File: src/rtl/spiChainPkg.sv
package spiChainPkg;
  typedef struct packed {
    logic load;     // copy staged word into register (select fell)
    logic sample;   // capture serial input bit
    logic shift;    // move captured bit into register
    logic finish;   // last sampling edge of a word
    logic dataBit;  // synchronized serial input
  } spiStrobes_t;
endpackage

File: src/rtl/spiChainCtrl.sv
module spiChainCtrl
  import spiChainPkg::*;
#(
  parameter int WIDTH = 9
) (
  input  logic        clk,
  input  logic        rstN,
  input  logic        cpol,
  input  logic        cpha,
  input  logic        csN,
  input  logic        sclk,
  input  logic        sdi,
  output logic        selected,
  output spiStrobes_t strobes
);
  localparam int CNT_W = (WIDTH > 2) ? $clog2(WIDTH) : 1;
  localparam logic [CNT_W-1:0] LAST = CNT_W'(WIDTH - 1);

  logic csMeta, csSync, csPrev;
  logic clkMeta, clkSync, clkPrev;
  logic dinMeta, dinSync;
  logic [CNT_W-1:0] bitCnt;
  logic pending;

  always_ff @(posedge clk or negedge rstN) begin
    if (!rstN) begin
      csMeta  <= 1'b1;
      csSync  <= 1'b1;
      csPrev  <= 1'b1;
      clkMeta <= 1'b0;
      clkSync <= 1'b0;
      clkPrev <= 1'b0;
      dinMeta <= 1'b0;
      dinSync <= 1'b0;
    end else begin
      csMeta  <= csN;
      csSync  <= csMeta;
      csPrev  <= csSync;
      clkMeta <= sclk;
      clkSync <= clkMeta;
      clkPrev <= clkSync;
      dinMeta <= sdi;
      dinSync <= dinMeta;
    end
  end

  logic csFall, normNow, normPrev, leadEdge, trailEdge, sampleEdge, changeEdge;

  always_comb begin
    selected   = ~csSync;
    csFall     = csPrev & ~csSync;
    normNow    = clkSync ^ cpol;
    normPrev   = clkPrev ^ cpol;
    leadEdge   = selected & normNow & ~normPrev;
    trailEdge  = selected & ~normNow & normPrev;
    sampleEdge = cpha ? trailEdge : leadEdge;
    changeEdge = cpha ? leadEdge : trailEdge;
  end

  always_ff @(posedge clk or negedge rstN) begin
    if (!rstN) begin
      bitCnt  <= '0;
      pending <= 1'b0;
    end else if (!selected) begin
      bitCnt  <= '0;
      pending <= 1'b0;
    end else if (sampleEdge) begin
      pending <= 1'b1;
      bitCnt  <= (bitCnt == LAST) ? '0 : bitCnt + 1'b1;
    end else if (changeEdge) begin
      pending <= 1'b0;
    end
  end

  always_comb begin
    strobes.load    = csFall;
    strobes.sample  = sampleEdge;
    strobes.shift   = changeEdge & pending;
    strobes.finish  = sampleEdge & (bitCnt == LAST);
    strobes.dataBit = dinSync;
  end
endmodule

File: src/rtl/spiChainData.sv
module spiChainData
  import spiChainPkg::*;
#(
  parameter int WIDTH = 9
) (
  input  logic             clk,
  input  logic             rstN,
  input  spiStrobes_t      strobes,
  input  logic [WIDTH-1:0] txData,
  input  logic             txLoad,
  output logic             sdo,
  output logic [WIDTH-1:0] rxWord,
  output logic             rxValid
);
  logic [WIDTH-1:0] txHold;
  logic [WIDTH-1:0] shiftReg;
  logic             heldBit;

  always_ff @(posedge clk or negedge rstN) begin
    if (!rstN) begin
      txHold <= '0;
    end else if (txLoad) begin
      txHold <= txData;
    end
  end

  always_ff @(posedge clk or negedge rstN) begin
    if (!rstN) begin
      shiftReg <= '0;
      heldBit  <= 1'b0;
    end else begin
      if (strobes.sample) begin
        heldBit <= strobes.dataBit;
      end
      if (strobes.load) begin
        shiftReg <= txHold;
      end else if (strobes.shift) begin
        shiftReg <= {shiftReg[WIDTH-2:0], heldBit};
      end
    end
  end

  always_ff @(posedge clk or negedge rstN) begin
    if (!rstN) begin
      rxWord  <= '0;
      rxValid <= 1'b0;
    end else begin
      rxValid <= strobes.finish;
      if (strobes.finish) begin
        rxWord <= {shiftReg[WIDTH-2:0], strobes.dataBit};
      end
    end
  end

  assign sdo = shiftReg[WIDTH-1];
endmodule

File: src/rtl/spiChainSlave.sv
module spiChainSlave
  import spiChainPkg::*;
#(
  parameter int WIDTH = 9
) (
  input  logic             clk,
  input  logic             rstN,
  input  logic             cpol,
  input  logic             cpha,
  input  logic             csN,
  input  logic             sclk,
  input  logic             sdi,
  output logic             sdo,
  output logic             sdoEn,
  input  logic [WIDTH-1:0] txData,
  input  logic             txLoad,
  output logic [WIDTH-1:0] rxWord,
  output logic             rxValid
);
  spiStrobes_t strobes;
  logic        selected;

  spiChainCtrl #(.WIDTH(WIDTH)) ctrl (
    .clk(clk), .rstN(rstN), .cpol(cpol), .cpha(cpha),
    .csN(csN), .sclk(sclk), .sdi(sdi),
    .selected(selected), .strobes(strobes)
  );

  spiChainData #(.WIDTH(WIDTH)) data (
    .clk(clk), .rstN(rstN), .strobes(strobes),
    .txData(txData), .txLoad(txLoad),
    .sdo(sdo), .rxWord(rxWord), .rxValid(rxValid)
  );

  assign sdoEn = selected;
endmodule

File: config.mk
export PLATFORM = sky130hd
export DESIGN_NAME = spiChainSlave
export DESIGN_NICKNAME = d
export VERILOG_FILES = /design/src/rtl/spiChainPkg.sv /design/src/rtl/spiChainCtrl.sv /design/src/rtl/spiChainData.sv /design/src/rtl/spiChainSlave.sv
export SDC_FILE = /design/constraint.sdc
export NUM_CORES = 1
export LEC_CHECK = 0
export BUFFER_PORTS_ARGS = -buffer_cell sky130_fd_sc_hd__buf_4
export CORE_UTILIZATION = 35
export DETAILED_ROUTE_END_ITERATION = 8
export GPL_TIMING_DRIVEN = 0
export PLACE_DENSITY_LB_ADDON = 0.2
export SLEW_MARGIN = 20
export SYNTH_ARGS = -nofsm -noshare
export SYNTH_HDL_FRONTEND = slang
export SYNTH_SLANG_ARGS = --single-unit
File: constraint.sdc
create_clock -name clk -period 2.7 [get_ports clk]
set_input_delay 0.135 -clock clk [delete_from_list [all_inputs] [get_ports clk]]
set_output_delay 0.135 -clock clk [all_outputs]
set_load 0.02 [all_outputs]
* Word-level counts from Yosys, hierarchy flattened
Index checks and enable logic that the tools add are counted.
Word-level totals: register bits after elaboration 42, bits of input ports 17, output and inout port bits 12, logic and storage cells 42
Cells by class: add/sub/neg operators 1, equal/unequal tests 1, multiplexer cells 10, bitwise logic cells 12, reduce and logical (&&, ||, !) cells 3
Operator list (count):
- $mux W9 | 2
- $mux W4 | 3
- $and A1 B1 Y1 | 7
- $mux W1 | 5
- $add A4 B1 Y4 const B | 1
- $eq A4 B4 Y1 const B | 1
- $reduce_bool A2 Y1 | 2
- $not A1 Y1 | 3
- $reduce_bool A3 Y1 | 1
- $xor A1 B1 Y1 | 2

* Depth between registers and ports, before layout
word-level depth 8, mapped depth 6, depth with buffers taken out 5

* Cells and area by module
Synthesis repeated with hierarchy kept, for this count alone.
Second synthesis, totals: cells, all modules 136, area, all modules 1883.1 µm²
By module, submodules not included:
- spiChainData | times used 1, cells an instance 80, area an instance 1236.2 µm²
- spiChainCtrl | times used 1, cells an instance 56, area an instance 646.9 µm²

* Least setup slack after synthesis
No wires, ideal clock.
kind reg-to-reg, start register ctrl.clkSync, end register data.rxWord[0], library setup time 0.125 ns, arrival time 1.783 ns, required time 2.575 ns, slack 0.791 ns, cell stages (with the launch flop) 6, buffers on the path 1, path through dfrtp_1 > or2b_1 > mux2_4 > or4_4 > buf_6 > mux2_4
On the way: word-level cells in the longest chain between the ends 6, elaborated cells between the ends (all ways) 8
RTL lines:
- start, declared | line spiChainCtrl.sv:20 | logic clkMeta, clkSync, clkPrev;
- start signal, assigned | line spiChainCtrl.sv:40 | clkSync <= clkMeta;
- $xor A1 B1 Y1 * | line spiChainCtrl.sv:52 | normNow = clkSync ^ cpol;
- $not A1 Y1 | line spiChainCtrl.sv:55 | trailEdge = selected & ~normNow & normPrev;
- $and A1 B1 Y1 (2 in series) | line spiChainCtrl.sv:55
- $mux W1 * | line spiChainCtrl.sv:56 | sampleEdge = cpha ? trailEdge : leadEdge;
- $and A1 B1 Y1 * | line spiChainCtrl.sv:79 | strobes.finish = sampleEdge & (bitCnt == LAST);
- end signal, assigned | line spiChainData.sv:50 | rxWord <= {shiftReg[WIDTH-2:0], strobes.dataBit};
- end, declared | line spiChainData.sv:12 | output logic [WIDTH-1:0] rxWord,
Mark *: on every way between the ends. The rest lies on a longest branch, timed or not. A chain may end at the register's enable or synchronous reset.

* Final worst setup path
start register ctrl.csSync, end register data.shiftReg[4]
On the way: word-level cells in the longest chain between the ends 6, elaborated cells between the ends (all ways) 10
RTL lines:
- start, declared | line spiChainCtrl.sv:19 | logic csMeta, csSync, csPrev;
- start signal, assigned | line spiChainCtrl.sv:37 | csSync <= csMeta;
- $not A1 Y1 * | line spiChainCtrl.sv:50, spiChainCtrl.sv:51
- $and A1 B1 Y1, on equally long branches (2 in series) | line spiChainCtrl.sv:55, spiChainCtrl.sv:54
- $mux W1 | line spiChainCtrl.sv:57 | changeEdge = cpha ? leadEdge : trailEdge;
- $and A1 B1 Y1 | line spiChainCtrl.sv:78 | strobes.shift = changeEdge & pending;
- $reduce_bool A2 Y1 (no source line)
- end signal, assigned | line spiChainData.sv:36 | shiftReg <= txHold;
- end signal, assigned | line spiChainData.sv:38 | shiftReg <= {shiftReg[WIDTH-2:0], heldBit};
- end, declared | line spiChainData.sv:16 | logic [WIDTH-1:0] shiftReg;
Marks and branches as above.

==> flow_summary.toml <==
[clock_network]
clockBufferDepth = 2
htree_levels = 2
cts_resized = 0
clkSinkCount = 42
numCtsBuffers = 5
cts-root-buf = "clkbuf_8"
clock_latency_ns = 0.29
path_clk_slew_ns = 0.08
holdBufCountCts = 4
post_cts.repair.setup_buffers = 0
cts_tree = "yes"

[finish]
drive_above_1_share_pct = 36.9
final_util_pct = 46.4
fin_nets = 186
area_growth_pct = 26.6
n_antenna_cell = 0
filler_cell_count = 448

[power_and_ir_drop]
power_density_nw_per_um2 = 682
seqPwrFrac_pct = 48.6
p_int_uw = 1160
swShare_pct = 23.0
clkPwrFrac_pct = 39.2
vdd_drop_max_mv = 0.354
power.share.combinational_pct = 12.2
switching_power_uw = 346
leakage_uw = 0.00107

[logic_synthesis]
synth-main-ff-cell = "dfrtp_1"
yosysWarnings = 0
netlist_instances = 129
yosys-top-cells-count = "dfrtp_1 (39), a21oi_1 (13), mux2_4 (10), mux2i_1 (10), nor2_1 (10)"
synth-seq-cells = 42
synthesis.nets = 148
synth_top_area_cell = "dfrtp_1"
ys_async_sr_fraction_pct = 100
ys_seq_area_share_pct = 60.5
yosysUniqueCellTypes = 26
synth_area_um2 = 1740
syn_avg_cell_area_um2 = 13.5
synth_edf_count = 0
synth_area_leaders = "dfrtp_1 (56%), mux2_4 (8.6%), mux2_2 (5.8%), mux2i_1 (5.7%), dfstp_2 (4.5%)"
yosysTopAreaCellShare_pct = 56.0
synth.most_common_cell = "dfrtp_1"

[global_routing]
antenna_found_initial = 0
grt_max_degree = 43
track_usage_pct = 12.7
grt_pass1_wl_mm = 4.96
gr-total-overflow = 0
grt_pass1_vias = 1020

[timing]
hold_viol = 0
drv_slew = 0
finClkSkew_ns = 0.00263
fin_crit_sh_pct = 75.1
setup_viol = 0
fin_crit_ns = 2.03
rsz0062_at_grt = "false"
relSlewSlack_pct = 65.7
max_freq_ghz = 0.493
fin_tns_setup_ns = 0
max_slew.worst_pin.slew_ns = 0.515

[route]
antenna_left = 0
avgRoutedWirePerCell_um = 12.1
wl_mm = 2.84
viasPerCell = 4.53
dr.pass1.iters = 4
drt_iter0_markers = 82
drc = 0
vias = 1065

[floorplanning]
pin_count = 29
floorplan.die.width_um = 72.6
dieArea_um2 = 5270
die_y_um = 72.6
coreArea_um2 = 4750
num_rows = 25
initial_core_util_pct = 36.7

[hold_path]
hold_path_class = "input pin to flop"

[placed_design]
place_hpwl_mm = 2.00
port_buffers = 27
gp_congestion = 0.682

[setup_path]
path_buf_inv = 1
critical_path_peak_fanout = 10
worst_path_max_delay_cell = "dfstp_2"
crit_chain = "clkbuf_1 -> and4bb_2 -> mux2i_4 -> mux2i_1 -> a21oi_1"
crit_type = "flop to flop"
cpPeakStageDelay_ns = 0.53
cp-end-kind = "flop"
start_kind = "flop"
cp_top_family = "multiplexers"
cp_data_arrival_time_ns = 2.19
cp.required_ns = 2.87

[job]
maxCapViolations = 0

[outcome]
status = "completed"
## layout by cell type (no fill, tap or decap), types with 4 or more instances in the layout
master         count
dlygate4sd3_1      4
mux2_4            10
dfrtp_1           39
inv_1              4
nand2_1            7
clkbuf_8           5
a21oi_1           13
mux2_2             9
buf_4             27
mux2i_1           10
nor2_1            10
## power groups by stage
stage,Clock [uW],Sequential [uW],Combinational [uW]
6_report,591,732,183
5_1_grt,631,742,204
4_1_cts,605,733,186
3_5_place_dp,0,746,182
3_3_place_gp,0,742,176
2_1_floorplan,0,751,95.0
## per-stage QoR
stage	setup WS [ns]	hold WS [ns]	instance area, um2	power, uW	cells
after floorplan	0.791	-0.161	1740	846	129
after global placement	0.637	0.139	2030	918	223
after detailed placement	0.607	0.152	2030	927	223
after CTS	0.665	0.0564	2210	1520	235
after global routing	0.514	0.0515	2210	1580	235
final	0.673	0.0678	2210	1510	235
## cells by family (layout without fill, tap and decap cells)
kind of cell / count (synthesis) / after routing / share of synthesized area, %
compound gates: 18 / 18 / 5.38
simple gates: 27 / 27 / 8.33
flops: 42 / 42 / 60.5
mux: 30 / 30 / 21.5
buf+inv: 9 / 48 / 2.37
fa+ha+maj: 2 / 2 / 1.44
xor+xnor: 1 / 1 / 0.503
## area by class of cell
| type | count | area (um2) | area share (%) |
|---|---|---|---|
| Tap cell | 67 | 83.8 | 3.80 |
| Buffer | 4 | 22.5 | 1.02 |
| Sequential cell | 42 | 1050 | 47.8 |
| Clock inverter | 3 | 68.8 | 3.12 |
| Inverter | 5 | 18.8 | 0.850 |
| Multi-Input combinational cell | 78 | 647 | 29.3 |
| Clock buffer | 5 | 68.8 | 3.12 |
| Timing Repair Buffer | 31 | 243 | 11.0 |
## worst paths after layout
kind	startpoint	end	slack, ns	cells after the start
min reg2reg	ctrl.clkMeta	ctrl.clkSync	0.35	0
max in group asynchronous	rstN	ctrl.csMeta	1.97	2
max reg2reg	ctrl.csSync	data.shiftReg[4]	0.67	5
max	ctrl.csSync	data.shiftReg[4]	0.67	5
min in group asynchronous	rstN	ctrl.bitCnt[3]	0.36	2
min	txData[7]	data.txHold[7]	0.07	2
## sequential cells by signal, indices dropped and copies added, names as in the netlist
signal         flops
ctrl.dinMeta       1
ctrl.csMeta        1
ctrl.dinSync       1
ctrl.bitCnt        4
data.txHold        9
data.heldBit       1
ctrl.csPrev        1
data.rxWord        9
data.shiftReg      9
data.rxValid       1
ctrl.clkMeta       1
ctrl.clkPrev       1
ctrl.pending       1
ctrl.clkSync       1
ctrl.csSync        1
## layer usage
layer,GRT usage [%],wire (um)
met1,16.8,1330
met2,18.2,1300
met3,4.44,157
met4,7.19,53
met5,0,0
No activity file was read; power rests on OpenSTA's default activity.
